--- src/rtl/mshr_pkg.sv ---
package mshr_pkg;
  localparam int unsigned DEF_ENTRIES = 6;
  localparam int unsigned DEF_LINE_W  = 16;
  localparam int unsigned DEF_SRC     = 4;
endpackage

--- src/rtl/mshr_pick_free.sv ---
module mshr_pick_free #(
  parameter int unsigned N  = 6,
  parameter int unsigned IW = $clog2(N)
) (
  input  logic [N-1:0]  free_i,
  output logic          found_o,
  output logic [IW-1:0] idx_o
);
  always_comb begin
    found_o = 1'b0;
    idx_o   = '0;
    for (int i = N - 1; i >= 0; i--) begin
      if (free_i[i]) begin
        found_o = 1'b1;
        idx_o   = IW'(i);
      end
    end
  end
endmodule

--- src/rtl/mshr_match.sv ---
module mshr_match #(
  parameter int unsigned N  = 6,
  parameter int unsigned LW = 16,
  parameter int unsigned IW = $clog2(N)
) (
  input  logic [N-1:0]         live_i,
  input  logic [N-1:0][LW-1:0] lines_i,
  input  logic [LW-1:0]        line_i,
  output logic                 hit_o,
  output logic [IW-1:0]        hit_idx_o
);
  logic [N-1:0] eq;

  for (genvar g = 0; g < N; g++) begin : g_cmp
    assign eq[g] = live_i[g] && (lines_i[g] == line_i);
  end

  // at most one live slot per line, so plain encode suffices
  always_comb begin
    hit_o     = |eq;
    hit_idx_o = '0;
    for (int i = 0; i < N; i++) begin
      if (eq[i]) hit_idx_o = hit_idx_o | IW'(i);
    end
  end
endmodule

--- src/rtl/mshr_file.sv ---
module mshr_file
  import mshr_pkg::*;
#(
  parameter int unsigned N_ENTRIES = DEF_ENTRIES,
  parameter int unsigned LINE_W    = DEF_LINE_W,
  parameter int unsigned N_SRC     = DEF_SRC,
  localparam int unsigned IW       = $clog2(N_ENTRIES),
  localparam int unsigned SW       = $clog2(N_SRC)
) (
  input  logic              clk_i,
  input  logic              rst_ni,
  input  logic              req_valid_i,
  output logic              req_ready_o,
  input  logic              req_miss_i,
  input  logic [LINE_W-1:0] req_line_i,
  input  logic [SW-1:0]     req_src_i,
  input  logic              req_wb_i,
  input  logic [LINE_W-1:0] req_victim_i,
  input  logic              wb_full_i,
  output logic              block_o,
  output logic              fill_valid_o,
  output logic [IW-1:0]     fill_idx_o,
  output logic [LINE_W-1:0] fill_line_o,
  output logic              wb_valid_o,
  output logic [LINE_W-1:0] wb_line_o,
  input  logic              fill_rsp_valid_i,
  input  logic [IW-1:0]     fill_rsp_idx_i,
  output logic              retire_valid_o,
  output logic [IW-1:0]     retire_idx_o,
  output logic [LINE_W-1:0] retire_line_o,
  output logic [N_SRC-1:0]  retire_srcs_o
);
  logic [N_ENTRIES-1:0]             valid_q;
  logic [N_ENTRIES-1:0][LINE_W-1:0] line_q;
  logic [N_ENTRIES-1:0][N_SRC-1:0]  mask_q;

  logic                 rsp_in_range, rsp_ok;
  logic [N_ENTRIES-1:0] retire_vec, live;
  logic                 full, accept, miss_acc, merge, alloc;
  logic                 hit, found;
  logic [IW-1:0]        hit_idx, free_idx;
  logic [N_SRC-1:0]     src_bit;

  assign rsp_in_range = ({1'b0, fill_rsp_idx_i} < (IW+1)'(N_ENTRIES));
  assign rsp_ok       = fill_rsp_valid_i && rsp_in_range && valid_q[fill_rsp_idx_i];

  always_comb begin
    retire_vec = '0;
    if (rsp_ok) retire_vec[fill_rsp_idx_i] = 1'b1;
  end

  // retiring slot may not absorb a new waiter
  assign live = valid_q & ~retire_vec;

  assign full        = &valid_q;
  assign block_o     = full | wb_full_i;
  assign req_ready_o = ~block_o;

  assign accept   = req_valid_i && !block_o;
  assign miss_acc = accept && req_miss_i;
  assign merge    = miss_acc && hit;
  assign alloc    = miss_acc && !hit && found;
  assign src_bit  = N_SRC'(1) << req_src_i;

  mshr_match #(.N(N_ENTRIES), .LW(LINE_W), .IW(IW)) u_match (
    .live_i    (live),
    .lines_i   (line_q),
    .line_i    (req_line_i),
    .hit_o     (hit),
    .hit_idx_o (hit_idx)
  );

  mshr_pick_free #(.N(N_ENTRIES), .IW(IW)) u_pick (
    .free_i  (~valid_q),
    .found_o (found),
    .idx_o   (free_idx)
  );

  for (genvar g = 0; g < N_ENTRIES; g++) begin : g_slot
    always_ff @(posedge clk_i or negedge rst_ni) begin
      if (!rst_ni) begin
        valid_q[g] <= 1'b0;
        line_q[g]  <= '0;
        mask_q[g]  <= '0;
      end else if (alloc && free_idx == IW'(g)) begin
        valid_q[g] <= 1'b1;
        line_q[g]  <= req_line_i;
        mask_q[g]  <= src_bit;
      end else begin
        if (retire_vec[g]) valid_q[g] <= 1'b0;
        if (merge && hit_idx == IW'(g)) mask_q[g] <= mask_q[g] | src_bit;
      end
    end
  end

  always_ff @(posedge clk_i or negedge rst_ni) begin
    if (!rst_ni) begin
      fill_valid_o   <= 1'b0;
      fill_idx_o     <= '0;
      fill_line_o    <= '0;
      wb_valid_o     <= 1'b0;
      wb_line_o      <= '0;
      retire_valid_o <= 1'b0;
      retire_idx_o   <= '0;
      retire_line_o  <= '0;
      retire_srcs_o  <= '0;
    end else begin
      fill_valid_o   <= alloc;
      wb_valid_o     <= alloc && req_wb_i;
      retire_valid_o <= rsp_ok;
      if (alloc) begin
        fill_idx_o  <= free_idx;
        fill_line_o <= req_line_i;
        wb_line_o   <= req_victim_i;
      end
      if (rsp_ok) begin
        retire_idx_o  <= fill_rsp_idx_i;
        retire_line_o <= line_q[fill_rsp_idx_i];
        retire_srcs_o <= mask_q[fill_rsp_idx_i];
      end
    end
  end
endmodule

--- config.mk ---
export PLATFORM = sky130hd
export DESIGN_NAME = mshr_file
export DESIGN_NICKNAME = d
export VERILOG_FILES = /design/src/rtl/mshr_pkg.sv /design/src/rtl/mshr_pick_free.sv /design/src/rtl/mshr_match.sv /design/src/rtl/mshr_file.sv
export SDC_FILE = /design/constraint.sdc
export NUM_CORES = 1
export LEC_CHECK = 0
export CAP_MARGIN = 20
export CELL_PAD_IN_SITES_DETAIL_PLACEMENT = 1
export CELL_PAD_IN_SITES_GLOBAL_PLACEMENT = 2
export CORE_MARGIN = 8
export CORE_UTILIZATION = 38
export DETAILED_ROUTE_END_ITERATION = 10
export PLACE_DENSITY = 0.78
export SLEW_MARGIN = 40
export SYNTH_ARGS = -nofsm -noshare
export SYNTH_HDL_FRONTEND = slang
export SYNTH_SLANG_ARGS = --single-unit
export TNS_END_PERCENT = 10
--- constraint.sdc ---
create_clock -name clk_i -period 3.2 [get_ports clk_i]
set_clock_uncertainty 0.1 [all_clocks]
set_input_delay 0.48 -clock clk_i [delete_from_list [all_inputs] [get_ports clk_i]]
set_output_delay 0.48 -clock clk_i [all_outputs]
set_load 0.02 [all_outputs]
## After elaboration in Yosys (flattened, before gate mapping)

Cells that the tools add are included.

| storage, ports and cells | value |
|---|---|
| bits in registers | 187 |
| latch bits | 0 |
| RAM bits | 0 |
| ROM bits | 0 |
| input bits | 44 |
| output and inout bits | 63 |
| word-level logic and storage cells | 153 |
| memories kept | 0 |

| operators by class | value |
|---|---|
| add/subtract/negate cells | 0 |
| multiply operators | 0 |
| div/mod/pow operators | 0 |
| magnitude comparators | 3 |
| equality and inequality tests | 16 |
| shift-type cells | 1 |
| mux-type cells | 50 |
| bitwise operators | 11 |
| reductions and logical operators | 45 |

Operators by type and width:

| kind | count |
|---|---|
| == test 16 bit | 6 |
| 2-to-1 mux 4 bit | 13 |
| binary-select mux 16 bit (select 3 bit) | 1 |
| logical AND 1 bit | 27 |
| 2-to-1 mux 3 bit | 8 |
| OR 4 bit | 6 |
| nonzero test 2 bit | 12 |
| 2-to-1 mux 1 bit | 21 |
| 2-to-1 mux 16 bit | 1 |
| binary-select mux 4 bit (select 3 bit) | 1 |
| == test 3 x 2 -> 1 bit (second input constant) | 4 |
| == test 3 bit (second input constant) | 4 |
| inverter 6 bit | 2 |
| bitwise AND 6 bit | 1 |
| == test 3 x 1 -> 1 bit (second input constant) | 2 |
| zero test 3 bit | 2 |
| 2-to-1 mux 6 bit | 1 |
| AND reduction 6 bit | 1 |
| OR reduction 6 bit | 1 |
| less-than comparator 3 x 4 -> 1 bit (second input constant) | 1 |
| 2-to-1 mux 2 bit | 2 |
| left shift 1 x 2 -> 4 bit (first input constant) | 1 |
| binary-select mux 1 bit (select 3 bit) | 1 |
| demux 1 bit (select 3 bit) | 1 |
| other kinds (5) | 6 |

## Logic depth before layout (Yosys ltp)

| depth | value |
|---|---|
| depth in word-level cells | 17 |
| mapped depth | 12 |
| gate-level depth less buffers | 8 |

## By module

From an unflattened synthesis, not the netlist that was laid out.

| unflattened totals | value |
|---|---|
| cells, all modules | 899 |
| area total of the unflattened synthesis | 9741.8 sq um |

By module, submodules not included:

| module | times used | cells an instance | area each (sq um) | sequential area each (sq um) |
|---|---|---|---|---|
| mshr_file | 1 | 738 | 8433.1 | 4679.5 |
| mshr_match | 1 | 151 | 1251.2 | 0.0 |
| mshr_pick_free | 1 | 10 | 57.6 | 0.0 |

## Worst setup path after synthesis

OpenSTA, ideal clock, no wires.

| path | value |
|---|---|
| path kind | input port to flip-flop |
| from | input fill_rsp_idx_i[2] |
| to | register line_q[49] in the netlist's numbering |
| library setup time | 0.125 ns |
| data arrival time | 2.472 ns |
| data required time | 2.975 ns |
| slack | 0.502 ns |
| cell stages on the path | 10 |
| buffers on the path | 3 |
| cells stage by stage | buf_6 -> nand2b_4 -> o31a_1 -> nand3_1 -> o32ai_2 -> or2_1 -> buf_6 -> or4b_4 -> buf_6 -> mux2_4 |

| between the ends | value |
|---|---|
| word-level cells in the longest chain between the ends | 13 |
| elaborated cells between the ends (all ways) | 24 |
| classes of those cells | 3 x order compare; 5 x mux; 2 x bitwise; 14 x reduce/logical |

RTL lines:

| what | RTL line | source |
|---|---|---|
| start: declaration | mshr_file.sv:27 | `input logic [IW-1:0] fill_rsp_idx_i,` |
| less-than comparator 3 x 4 -> 1 bit (not written as such) / >= comparator 3 x 1 -> 1 bit (equally long branches) | mshr_file.sv:49 | `if (rsp_ok) retire_vec[fill_rsp_idx_i] = 1'b1;` |
| logical AND 1 bit (not written as such) | mshr_file.sv:49 |  |
| 2-to-1 mux 1 bit (not written as such) | mshr_file.sv:49 |  |
| demux 1 bit (select 3 bit) | mshr_file.sv:49 |  |
| 2-to-1 mux 6 bit * | mshr_file.sv:49 |  |
| inverter 6 bit * | mshr_file.sv:53 | `assign live = valid_q & ~retire_vec;` |
| bitwise AND 6 bit * | mshr_file.sv:53 |  |
| logical AND 1 bit | mshr_match.sv:15 | `assign eq[g] = live_i[g] && (lines_i[g] == line_i);` |
| OR reduction 6 bit * | mshr_match.sv:20 | `hit_o = \|eq;` |
| zero test 1 bit * | mshr_file.sv:62 | `assign alloc = miss_acc && !hit && found;` |
| logical AND 1 bit * (2 in a row) | mshr_file.sv:62 |  |
| logical AND 1 bit * | mshr_file.sv:85 | `end else if (alloc && free_idx == IW'(g)) begin` |
| end signal: indexed assignment | mshr_file.sv:87 | `line_q[g] <= req_line_i;` |
| end: declaration | mshr_file.sv:34 | `logic [N_ENTRIES-1:0][LINE_W-1:0] line_q;` |

Every way passes the cells marked *; elsewhere a longest branch is shown, timed or not. The select of a mux whose other input is x is not followed.
A chain may end at the register's enable or synchronous reset.

## Final worst setup path

| path | value |
|---|---|
| from | input req_line_i[13] |
| to | register line_q[52] in the netlist's numbering |

| between the ends | value |
|---|---|
| word-level cells in the longest chain between the ends | 7 |
| elaborated cells between the ends (all ways) | 17 |
| classes of those cells | 6 x eq/ne; 11 x reduce/logical |

RTL lines:

| what | RTL line | source |
|---|---|---|
| start: declaration | mshr_file.sv:15 | `input logic [LINE_W-1:0] req_line_i,` |
| == test 16 bit | mshr_match.sv:15 |  |
| logical AND 1 bit | mshr_match.sv:15 |  |
| OR reduction 6 bit * | mshr_match.sv:20 |  |
| zero test 1 bit * | mshr_file.sv:62 |  |
| logical AND 1 bit * (2 in a row) | mshr_file.sv:62 |  |
| logical AND 1 bit * | mshr_file.sv:85 |  |

Every way passes the cells marked *; elsewhere a longest branch is shown, timed or not.

==> summary.txt <==
CP startpoint kind: input port
Setup ws final: 106.5 ps
Placed insts: 1335
Critical Path Most Common Cell: buf_4
Post-Syn Area per Cell: 11.26 um^2
DRC Markers: 0
Ys Warns: 0
Final Wtd Congestion: 0.8913
Post-synthesis cell area: 9517 um^2
Initial Utilization: 0.3823
Iter 0 DRT Violations: 422
DP Worst Slack: -326.9 ps
Seq/Total Area, Yosys: 0.4917
Hold crit path type: flip-flop to flip-flop
Reg2Reg Setup Slack: 370 ps
Distinct cells, synth: 46
Cell Chain, Critical Path: clkdlybuf4s50_1, buf_4, xor2_1, buf_4, nor4_1, nand3_1, nor3_2, nor4b_4, or4b_4, buf_4, mux2_4
Max-slew violations: 0
Die Area: 30360 um^2
Post-synthesis cell count: 845
Period utilization: 0.9667
Status: complete, no violations
Cell taking the most area after synthesis: dfrtp_1
Core ar.: 24890 um^2
Max_slew headroom: 0.5679
CTS tree: built
Ys flop type: dfrtp_1
Clk sinks: 187
Synth Register Bits: 187
Crit path max fanout: 8
Worst path bufs/invs: 4
RSZ-0062 raised after global routing: false
Peak supply drop: 0.3115 mV
Port Buffers: 106
MaxCap Viol Count: 0
Clock latency on the worst-skew pair: 430 ps
Total CTS buffers: 17
F_max: 323.3 MHz
CP Data Arrival Time: 3300 ps
Setup crit end kind: flip-flop
Nets: 1069
Synth area leaders: dfrtp_1, mux2_2, xor2_1, nand2_1, mux2i_1
CP max stage delay: 570 ps
Most frequent cells in the layout: dfrtp_1, nand2_1, clkdlybuf4s50_1, buf_4, mux2_2
Routed WL: 29510 um
Hold Vio Cnt, Final: 0
Initial antenna violation count: 0
CTS Buffer Depth: 2
Setup-failing EPs final: 0
Syn Nets: 889
GR Util All Layers: 0.2002
CP max-delay cell: or4b_4
Critical Path RT: 3410 ps
Period minus WS final: 3094 ps
Top Family by Delay on Critical Path: simple AND/OR/NAND/NOR gates
Ant diodes: 0
FILL cells: 2679
Vias per cell: 5.176
Vias in the first global route: 7813
Smallest hold slack: 382.2 ps
FP Rows: 58
Postcts setup bufs: 0
Most common cell after layout, fill and taps aside: dfrtp_1
H-tree depth: 4
Worst Max-Slew Pin Slew: 648.2 ps
Die W: 174.3 um
Pre-antenna DRT Iters: 4
# IOs: 107
DP HPWL: 21360 um
PD cells: 688.3 nW/um^2
Layout cell share with drive strength beyond 1: 0.2652
Top-area cell type share of the netlist area: 0.4917
Largest net degree at the start of global routing: 65
Fraction of registers with async set/reset: 1.000
Grt ovf: 0
Pleak: 5.633 nW
Area delta synth->final: 28.57%
First-pass GRT wire length: 47410 um
Routed vias: 7076
Die Y: 174.3 um
DR WL/cell: 21.59 um
CP Class: input port to flip-flop
Clk slew on worst S/H paths: 70 ps
Post-synth EDFFs: 0
Root buffer cell: clkbuf_16
Final antenna-violating net count: 0
Cell Count, Final, Fillers Out: 1367
sequential cells by signal (all words and copies together) (netlist names):
register        flops
retire_valid_o      1
retire_idx_o        3
wb_line_o          16
fill_line_o        16
retire_line_o      16
retire_srcs_o       4
line_q             96
fill_idx_o          3
wb_valid_o          1
valid_q             6
fill_valid_o        1
mask_q             24
area by class of cell:
cell class                 instances  area, um^2  area share
tap                              330       412.9     0.03375
sequential                       187        4679      0.3825
timing repair buffer             219        2043      0.1670
multi-input combinational        593        4462      0.3647
clock buffer                      19       452.9     0.03702
inverter                           7       26.28    0.002147
clock inverter                    12       158.9     0.01299
kinds of logic (layout without fill, tap and decap cells):
kind of cell | count (synthesis) | after routing | share of synthesized area
compound gates | 123 | 123 | 0.07902
simple gates | 216 | 216 | 0.1077
xor+xnor | 96 | 96 | 0.08835
flops | 187 | 187 | 0.4917
mux | 158 | 158 | 0.1927
buf+inv | 65 | 257 | 0.04049
routing by layer:
layer / share of wire / GRT usage / wire, um
met2: 0.48 / 0.3256 / 14180
met3: 0.042 / 0.03602 / 1236
met5: 0 / 0 / 0
met4: 0.016 / 0.05451 / 484
met1: 0.46 / 0.2697 / 13610
synthesized netlist by cell type, types with 2 or more instances:
cell type and n:
dfrtp_1 187, nand2_1 144, mux2_2 87, xor2_1 80
o21ai_0 75, mux2i_1 40, mux2_4 25, clkbuf_1 24
nor4_1 20, o211ai_1 20, xnor2_1 16, buf_4 15
nor2_1 11, buf_6 10, buf_2 8, a22o_1 7
inv_1 6, nand4_1 6, mux2_1 5, nand2b_1 5
nand3_1 5, a21oi_1 4, nand3b_1 4, nor3_1 4
o2bb2ai_1 4, or2_2 4, nor2b_1 3, nor3_2 3
a21boi_0 2, a32o_1 2, o21ai_1 2, o31a_1 2
o31ai_1 2
tightest hold or removal path, cell delays in order (launching register included):
cell	delay [ps]
dfrtp_1	340
nand2_1	50
o21ai_0	60
power by group:
part	total (W)	internal (W)	switching (W)	leakage [nW]
logic	0.00260	0.00133	0.00127	2.93
registers	0.00357	0.00301	0.000559	2.41
clock network	0.00225	0.00128	0.000972	0.302
total	0.00842	0.00562	0.00280	5.63
path summary, 6_finish.rpt:
kind,cells after the start,start,end
setup / recovery,11,req_line_i[13],line_q[52]$_DFFE_PN0P_
hold / removal,2,retire_idx_o[1]$_DFFE_PN0P_,retire_idx_o[1]$_DFFE_PN0P_
setup reg to reg,10,line_q[76]$_DFFE_PN0P_,line_q[52]$_DFFE_PN0P_
hold reg to reg,2,retire_idx_o[1]$_DFFE_PN0P_,retire_idx_o[1]$_DFFE_PN0P_
max in group asynchronous,3,rst_ni,line_q[17]$_DFFE_PN0P_
min in group asynchronous,2,rst_ni,wb_line_o[1]$_DFFE_PN0P_
what timing repair did:
action / in CTS / in global routing
hold buffers: 1 / 0
setup endpoints to repair: 0 / 53
hold endpoints to repair: 59 / 0
resized for setup: 0 / 2
per-stage QoR:
step,TNS [ps],utilization,cell area [um^2],power [W]
6_report,0,0.4916,12240,0.008421
4_1_cts,0,0.4913,12230,0.008505
2_1_floorplan,0,-,9517,0.004934
3_3_place_gp,-24920,0.4663,11610,0.006138
5_1_grt,0,0.4916,12240,0.008876
3_5_place_dp,-28510,0.4663,11610,0.006225
(Power assumes the default switching activity.)
